[config.mk]
export PLATFORM = sky130hd
export DESIGN_NAME = panel_timing_gen
export DESIGN_NICKNAME = d
export VERILOG_FILES = /design/src/rtl/ptg_pkg.sv /design/src/rtl/ptg_ctrl.sv /design/src/rtl/ptg_datapath.sv /design/src/rtl/panel_timing_gen.sv
export SDC_FILE = /design/constraint.sdc
export NUM_CORES = 1
export LEC_CHECK = 0
export BUFFER_PORTS_ARGS = -buffer_cell sky130_fd_sc_hd__buf_2
export CAP_MARGIN = 20
export CORE_AREA = 4 4 242 244
export DETAILED_ROUTE_END_ITERATION = 8
export DIE_AREA = 0 0 246 248
export PLACE_DENSITY_LB_ADDON = 0.2
export SLEW_MARGIN = 20
export SYNTH_ARGS = -nofsm -noshare
export SYNTH_HDL_FRONTEND = slang
export SYNTH_SLANG_ARGS = --single-unit
[constraint.sdc]
create_clock -name clk -period 4.35 [get_ports clk]
set_input_delay 1.0875 -clock clk [delete_from_list [all_inputs] [get_ports clk]]
set_output_delay 1.0875 -clock clk [all_outputs]
set_load 0.005 [all_outputs]
[src/rtl/ptg_pkg.sv]
package ptg_pkg;
  localparam int FW = 16;            // width of one start/end field
  localparam int AW = 3;             // register address width
  localparam int DW = 2 * FW;        // write data width

  localparam logic [AW-1:0] A_CFG   = 3'd0;
  localparam logic [AW-1:0] A_HSYNC = 3'd1;
  localparam logic [AW-1:0] A_VSYNC = 3'd2;
  localparam logic [AW-1:0] A_TOTAL = 3'd3;
  localparam logic [AW-1:0] A_HWIN  = 3'd4;
  localparam logic [AW-1:0] A_VWIN  = 3'd5;
  localparam logic [AW-1:0] A_CTRL  = 3'd6;

  localparam logic [3:0] MODE_SERIAL = 4'hC;
  localparam int CFG_INV_V    = 8;
  localparam int CFG_INV_DE   = 9;
  localparam int CFG_INV_PCLK = 10;
  localparam int CFG_INV_H    = 11;
  localparam int CTRL_EN      = 3;
  localparam int CTRL_DIS     = 4;
  localparam int SER_PHASES   = 3;   // clocks per serial pixel

  typedef struct packed {
    logic [FW-1:0] hsS, hsE, vsS, vsE;
    logic [FW-1:0] hTot, vTot;
    logic [FW-1:0] hwS, hwE, vwS, vwE;
    logic [3:0]    mode;
    logic          invH, invV, invDe, invPclk;
  } timing_t;

  typedef struct packed {
    logic run;     // counters advance
    logic serial;  // stretch visible pixels
  } strobe_t;
endpackage

[src/rtl/ptg_ctrl.sv]
module ptg_ctrl
  import ptg_pkg::*;
(
  input  logic          clk,
  input  logic          rstN,
  input  logic          wrEn,
  input  logic [AW-1:0] wrAddr,
  input  logic [DW-1:0] wrData,
  input  logic          frameEnd,
  output strobe_t       stb,
  output timing_t       tim,
  output logic          pclkInvert
);
  timing_t stageQ, activeQ;
  logic running, disPend, commit, ctrlWr;
  logic unusedBits;

  assign ctrlWr = wrEn && (wrAddr == A_CTRL);
  assign commit = !running || frameEnd;
  assign unusedBits = ^{wrData[DW-1:12], wrData[7:4], wrData[2:0]};

  always_ff @(posedge clk or negedge rstN) begin
    if (!rstN) begin
      stageQ  <= '0;
      activeQ <= '0;
    end else begin
      if (wrEn) begin
        case (wrAddr)
          A_CFG: begin
            stageQ.mode    <= wrData[3:0];
            stageQ.invV    <= wrData[CFG_INV_V];
            stageQ.invDe   <= wrData[CFG_INV_DE];
            stageQ.invPclk <= wrData[CFG_INV_PCLK];
            stageQ.invH    <= wrData[CFG_INV_H];
          end
          A_HSYNC: {stageQ.hsS, stageQ.hsE} <= wrData;
          A_VSYNC: {stageQ.vsS, stageQ.vsE} <= wrData;
          A_TOTAL: {stageQ.hTot, stageQ.vTot} <= wrData;
          A_HWIN:  {stageQ.hwS, stageQ.hwE} <= wrData;
          A_VWIN:  {stageQ.vwS, stageQ.vwE} <= wrData;
          default: ;
        endcase
      end
      if (commit) activeQ <= stageQ;
    end
  end

  always_ff @(posedge clk or negedge rstN) begin
    if (!rstN) begin
      running <= 1'b0;
      disPend <= 1'b0;
    end else begin
      if (frameEnd && disPend) begin
        running <= 1'b0;
        disPend <= 1'b0;
      end
      if (ctrlWr) begin
        if (wrData[CTRL_EN]) begin
          running <= 1'b1;
          disPend <= 1'b0;
        end else if (wrData[CTRL_DIS] && running) begin
          disPend <= 1'b1;
        end
      end
    end
  end

  assign stb.run    = running;
  assign stb.serial = (activeQ.mode == MODE_SERIAL);
  assign tim        = activeQ;
  assign pclkInvert = activeQ.invPclk;

  // the raster only stops right after a frame's last clock
  a_r9_stop_at_frame_end: assert property (@(posedge clk) disable iff (!rstN)
    $fell(running) |-> $past(frameEnd));

  // live timing is frozen inside a running frame
  a_r10_hold_in_frame: assert property (@(posedge clk) disable iff (!rstN)
    (running && $past(running) && !$past(frameEnd)) |-> $stable(activeQ));

  // a start command leaves the raster running with no stop pending
  a_r8_start_clears_stop: assert property (@(posedge clk) disable iff (!rstN)
    (ctrlWr && wrData[CTRL_EN]) |=> (running && !disPend));
endmodule

[src/rtl/ptg_datapath.sv]
module ptg_datapath
  import ptg_pkg::*;
(
  input  logic          clk,
  input  logic          rstN,
  input  strobe_t       stb,
  input  timing_t       tim,
  output logic          frameEnd,
  output logic          hsync,
  output logic          vsync,
  output logic          de,
  output logic [FW-1:0] pixX,
  output logic [FW-1:0] pixY,
  output logic          pixReq
);
  localparam int PW = $clog2(SER_PHASES);
  localparam logic [PW-1:0] PH_LAST = PW'(SER_PHASES - 1);

  logic [FW-1:0] hCnt, vCnt;
  logic [PW-1:0] phase;
  logic hAct, vAct, hsRaw, vsRaw, deRaw, serialAct, advance, hLast, vLast;
  logic unusedTim;

  assign unusedTim = ^{tim.mode, tim.invPclk};

  always_comb begin
    hAct      = stb.run && (hCnt >= tim.hwS) && (hCnt < tim.hwE);
    vAct      = stb.run && (vCnt >= tim.vwS) && (vCnt < tim.vwE);
    hsRaw     = stb.run && (hCnt >= tim.hsS) && (hCnt < tim.hsE);
    vsRaw     = stb.run && (vCnt >= tim.vsS) && (vCnt < tim.vsE);
    deRaw     = hAct && vAct;
    serialAct = stb.serial && hAct;
    advance   = !serialAct || (phase == PH_LAST);
    hLast     = (hCnt == tim.hTot - FW'(1));
    vLast     = (vCnt == tim.vTot - FW'(1));
  end

  assign frameEnd = stb.run && advance && hLast && vLast;

  always_ff @(posedge clk or negedge rstN) begin
    if (!rstN) begin
      hCnt  <= '0;
      vCnt  <= '0;
      phase <= '0;
    end else if (!stb.run) begin
      hCnt  <= '0;
      vCnt  <= '0;
      phase <= '0;
    end else begin
      phase <= (serialAct && phase != PH_LAST) ? phase + PW'(1) : '0;
      if (advance) begin
        if (hLast) begin
          hCnt <= '0;
          vCnt <= vLast ? '0 : vCnt + FW'(1);
        end else begin
          hCnt <= hCnt + FW'(1);
        end
      end
    end
  end

  assign hsync  = hsRaw ^ tim.invH;
  assign vsync  = vsRaw ^ tim.invV;
  assign de     = deRaw ^ tim.invDe;
  assign pixX   = deRaw ? hCnt - tim.hwS : '0;
  assign pixY   = deRaw ? vCnt - tim.vwS : '0;
  assign pixReq = deRaw && (phase == '0);

  // counters never reach their programmed totals
  a_r4_h_below_total: assert property (@(posedge clk) disable iff (!rstN)
    (stb.run && tim.hTot != '0) |-> (hCnt < tim.hTot));
  a_r4_v_below_total: assert property (@(posedge clk) disable iff (!rstN)
    (stb.run && tim.vTot != '0) |-> (vCnt < tim.vTot));

  // serial pixels are requested at most once per three clocks
  a_r6_serial_spacing: assert property (@(posedge clk) disable iff (!rstN)
    (pixReq && stb.serial) |=> !pixReq);

  // the cycle after a frame end starts again at the origin
  a_r9_wrap_to_origin: assert property (@(posedge clk) disable iff (!rstN)
    frameEnd |=> (hCnt == '0 && vCnt == '0));
endmodule

[src/rtl/panel_timing_gen.sv]
module panel_timing_gen
  import ptg_pkg::*;
(
  input  logic          clk,
  input  logic          rstN,
  input  logic          wrEn,
  input  logic [AW-1:0] wrAddr,
  input  logic [DW-1:0] wrData,
  output logic          hsync,
  output logic          vsync,
  output logic          de,
  output logic          pclkInvert,
  output logic [FW-1:0] pixX,
  output logic [FW-1:0] pixY,
  output logic          pixReq,
  output logic          frameDone
);
  strobe_t stb;
  timing_t tim;
  logic    frameEnd;

  ptg_ctrl u_ctrl (
    .clk(clk), .rstN(rstN), .wrEn(wrEn), .wrAddr(wrAddr), .wrData(wrData),
    .frameEnd(frameEnd), .stb(stb), .tim(tim), .pclkInvert(pclkInvert)
  );

  ptg_datapath u_dp (
    .clk(clk), .rstN(rstN), .stb(stb), .tim(tim), .frameEnd(frameEnd),
    .hsync(hsync), .vsync(vsync), .de(de), .pixX(pixX), .pixY(pixY),
    .pixReq(pixReq)
  );

  assign frameDone = frameEnd;
endmodule

==> results.sh <==
export IMPL_start_util_pct=34.9
export IMPL_status="complete, but fails checks"
export IMPL_clock_latency_ns=0.57
export IMPL_hold_viol_final=0
export IMPL_critical_path_top_delay_family="simple AND/OR/NAND/NOR gates"
export IMPL_rows=87
export IMPL_slowest_delay_ns=0.54
export IMPL_async_flop_share_pct=100
export IMPL_postRouteAntennaNets=0
export IMPL_place_gp_congestion=0.834
export IMPL_syn_area_um2=19700
export IMPL_clock_root_buffer="clkbuf_16"
export IMPL_vias_per_cell=5.30
export IMPL_rr_startpoint="u_dp.hCnt[5]"
export IMPL_finalPower_mw=8.39
export IMPL_ys_ff_latch=372
export IMPL_cts_clk_slew_worst_paths_ns=0.06
export IMPL_p_int_mw=6.45
export IMPL_io_buffers=75
export IMPL_clock_sinks=372
export IMPL_vias=14900
export IMPL_crit_required_ns=3.26
export IMPL_tightest_slew_ns=0.893
export IMPL_areaGrowthSynthToFinish_pct=22.0
export IMPL_grt_util_met1_pct=26.8
export IMPL_yosysWarningCount=0
export IMPL_finalMaxSlewViolations=0
export IMPL_ir_drop_mv=0.233
export IMPL_rrSetupSlack_ns=0.49
export IMPL_cp_endpoint="frameDone"
export IMPL_tns_ns=-3.68
export IMPL_powerDensity_nw_per_um2=350
export IMPL_path_class="register to primary output"
export IMPL_power_leakage_nw=10.8
export IMPL_rr_endpoint="u_ctrl.tim[50]"
export IMPL_grtUsageMet2_pct=31.6
export IMPL_yosys_cell_types_count=67
export IMPL_switching_share_pct=23.1
export IMPL_synthFlopType="dfrtp_1"
export IMPL_drc=0
export IMPL_stdcell_count=2805
export IMPL_drt_total_wl_um=59500
export IMPL_pin_count=76
export IMPL_wl_per_cell_um=21.2
export IMPL_cp_slowest_cell="or4_4"
export IMPL_worstPathArrival_ns=3.45
export IMPL_drive_gt1_share_pct=28.4
export IMPL_relSlewSlack_pct=40.5
export IMPL_syn_nets=2023
export IMPL_rr_worst_depth=14
export IMPL_max_freq_mhz=221
export IMPL_rsz0062_at_grt="yes"
export IMPL_period_needed_ns=4.53
export IMPL_grt_usage_pct=19.3
export IMPL_crit_chain="or4_4 -> or4_4 -> xnor2_1 -> or4_4 -> or4_4 -> nor4b_4 -> buf_4 -> buf_6"
export IMPL_postSynthCellCount=1853
export IMPL_start_kind="register"
export IMPL_cts_htree_levels=2
export IMPL_fin_crit_sh_pct=104
export IMPL_worstSetupStartpoint="u_ctrl.tim[91]"
export IMPL_cts_buffer_depth=3
export IMPL_max_cap_violations=0
export IMPL_pwr_share_clk_pct=46.3
export IMPL_synth_edf_count=0
export IMPL_fillers=5379
export IMPL_pwr_share_comb_pct=6.1
export IMPL_top_usage_layer="met2"
export IMPL_synth_seq_area_share_pct=47.4
export IMPL_syn_area_per_cell_um2=10.6
export IMPL_die_area_um2=61000
export IMPL_numCtsBuffers=45
export IMPL_seq_power_share_pct=47.5
export IMPL_endpoint_kind="primary output"
export IMPL_setup_viol=34
export IMPL_setup_slack_ns=-0.185
export IMPL_critPathMaxFanout=2
export IMPL_die_w_um=246
export IMPL_p_switching_mw=1.94
export IMPL_cts_tree="yes"
export IMPL_min_path_type="register to register"
export IMPL_drt_pass1_iter_count=5
export IMPL_core_um2=56300
export IMPL_antenna_found_initial=1
export IMPL_fin_nets=2183
export IMPL_detail_route_iter0_violations=973
export IMPL_overflow=0
export IMPL_grt_pass1_wl_um=91200
export IMPL_grt_max_degree=101
export IMPL_use_met3_pct=3.52
export IMPL_hpwl_um=40300
export IMPL_clock_skew_ns=0.0277
export IMPL_path_common_cell="or4_4"
export IMPL_grt_pass1_vias=15100
export IMPL_post_place_cells=2691
export IMPL_violations="negative setup slack"
export IMPL_cp_depth=8
export IMPL_die_h_um=248
export IMPL_utilization_pct=42.6
export IMPL_worst_path_buf_inv=2
## sequential cells by signal, indices dropped and copies added (netlist names)
name and count:
u_ctrl.disPend 1, u_ctrl.pclkInvert 1, u_ctrl.running 1, u_ctrl.stageQ 168, u_ctrl.tim 167, u_dp.hCnt 16
u_dp.phase 2, u_dp.vCnt 16
## worst register-to-register path: stages (launching register included)
cell,delay (ns)
dfrtp_1,0.42
buf_6,0.17
ha_4,0.28
nand4_1,0.08
or4_4,0.56
nor4_4,0.27
a211o_1,0.23
buf_4,0.15
nor3_2,0.06
buf_4,0.25
nand2b_2,0.29
nor2_4,0.24
buf_12,0.30
buf_4,0.30
o21ai_0,0.11
## synthesized netlist by cell type (all sizes together) (6+ instances only)
master,count,area share [%]
dfrtp,372,47
mux2,211,12
o21ai,180,4.6
nand3,157,4.0
inv,150,2.9
ha,130,8.3
nor2,75,1.5
a21oi,60,1.5
nand2,51,0.97
buf,48,1.5
clkbuf,39,0.74
xnor2,39,1.7
a21o,35,1.3
xor2,33,1.5
nor3,30,0.76
nand2b,28,0.90
nor4,25,0.83
nand4,20,0.64
nor2b,14,0.45
or4,14,0.59
a211oi,12,0.46
and3,12,0.38
nor4b,9,0.40
a31oi,7,0.22
and2,6,0.19
nand4b,6,0.27
nor3b,6,0.23
o31ai,6,0.25
or2,6,0.19
or3,6,0.19
## metrics by stage
stage / hold WS, ns / setup WS [ns] / cell area [um^2]
floorplan: 0.409 / 0.333 / 19700
global placement: 0.430 / -0.00280 / 21500
detailed placement: 0.434 / -0.0540 / 21500
CTS: 0.442 / -0.364 / 23400
global route: 0.482 / -0.281 / 24000
finish: 0.449 / -0.185 / 24000
## power by group through the flow
| stage | sequential, mW | combinational [mW] | clock [mW] |
|---|---|---|---|
| detailed placement | 4.05 | 0.529 | 0 |
| CTS | 3.98 | 0.529 | 3.98 |
| finish | 3.99 | 0.514 | 3.89 |
| global placement | 4.03 | 0.511 | 0 |
| floorplan | 3.98 | 0.336 | 0 |
| global route | 4.02 | 0.577 | 4.12 |
## cell usage in the layout, fill, tap and decap left out, types with 35 or more instances in the layout
cell / n
a21o_1: 35
a21oi_1: 55
buf_2: 72
buf_4: 99
clkbuf_16: 46
dfrtp_1: 370
ha_1: 115
inv_1: 145
mux2_2: 198
nand2_1: 51
nand3_1: 156
nor2_1: 56
o21ai_0: 177
xnor2_1: 36
## worst min-delay path by stage
stage / start / end / slack (ns) / depth (start not counted)
after global placement: u_dp.phase[0] / u_dp.phase[0] / 0.43 / 1
after detailed placement: u_dp.phase[0] / u_dp.phase[0] / 0.43 / 1
after global routing: u_dp.phase[0] / u_dp.phase[0] / 0.48 / 1
after floorplan: u_dp.phase[0] / u_dp.phase[0] / 0.41 / 1
after CTS: u_dp.phase[0] / u_dp.phase[0] / 0.44 / 1
final: u_dp.phase[0] / u_dp.phase[0] / 0.45 / 1
## per-layer routing
| layer | vias up | part of all wire [%] | routed length (um) |
|---|---|---|---|
| li1 | 6929 | - | - |
| met1 | 7586 | 48 | 28300 |
| met2 | 295 | 46 | 27500 |
| met3 | 70 | 4.3 | 2550 |
| met4 | 0 | 1.8 | 1070 |
| met5 | - | 0 | 0 |
## repair_timing
item,in CTS,in global routing
hold buffers,0,0
resized for setup,59,86
buffers inserted,11,19
pin swaps,25,42
endpoints found under the setup margin,36,37
gates cloned,4,0
## cells by family (layout without fill, tap and decap cells)
group	count (synthesis)	in the layout	synth area share (%)
AO/OA/AOI/OAI	354	354	10.9
XOR/XNOR	72	72	3.21
adder cells (fa/ha/maj)	132	132	8.48
buffers and inverters	237	432	5.08
flip-flops	372	372	47.4
multiplexers	213	213	12.2
other	0	1	0
AND/OR/NAND/NOR	473	473	12.8
## cell type report
type | instances | area (um^2) | share of cell area [%]
Clock buffer | 65 | 1320 | 5.51
Tap cell | 756 | 946 | 3.94
Inverter | 150 | 563 | 2.35
Sequential cell | 372 | 9310 | 38.8
Antenna cell | 1 | 2.50 | 0.0104
Clock inverter | 17 | 216 | 0.902
Timing Repair Buffer | 200 | 1590 | 6.62
Multi-Input combinational cell | 1244 | 10000 | 41.8
Note: power is estimated with default switching activity, not from simulation.
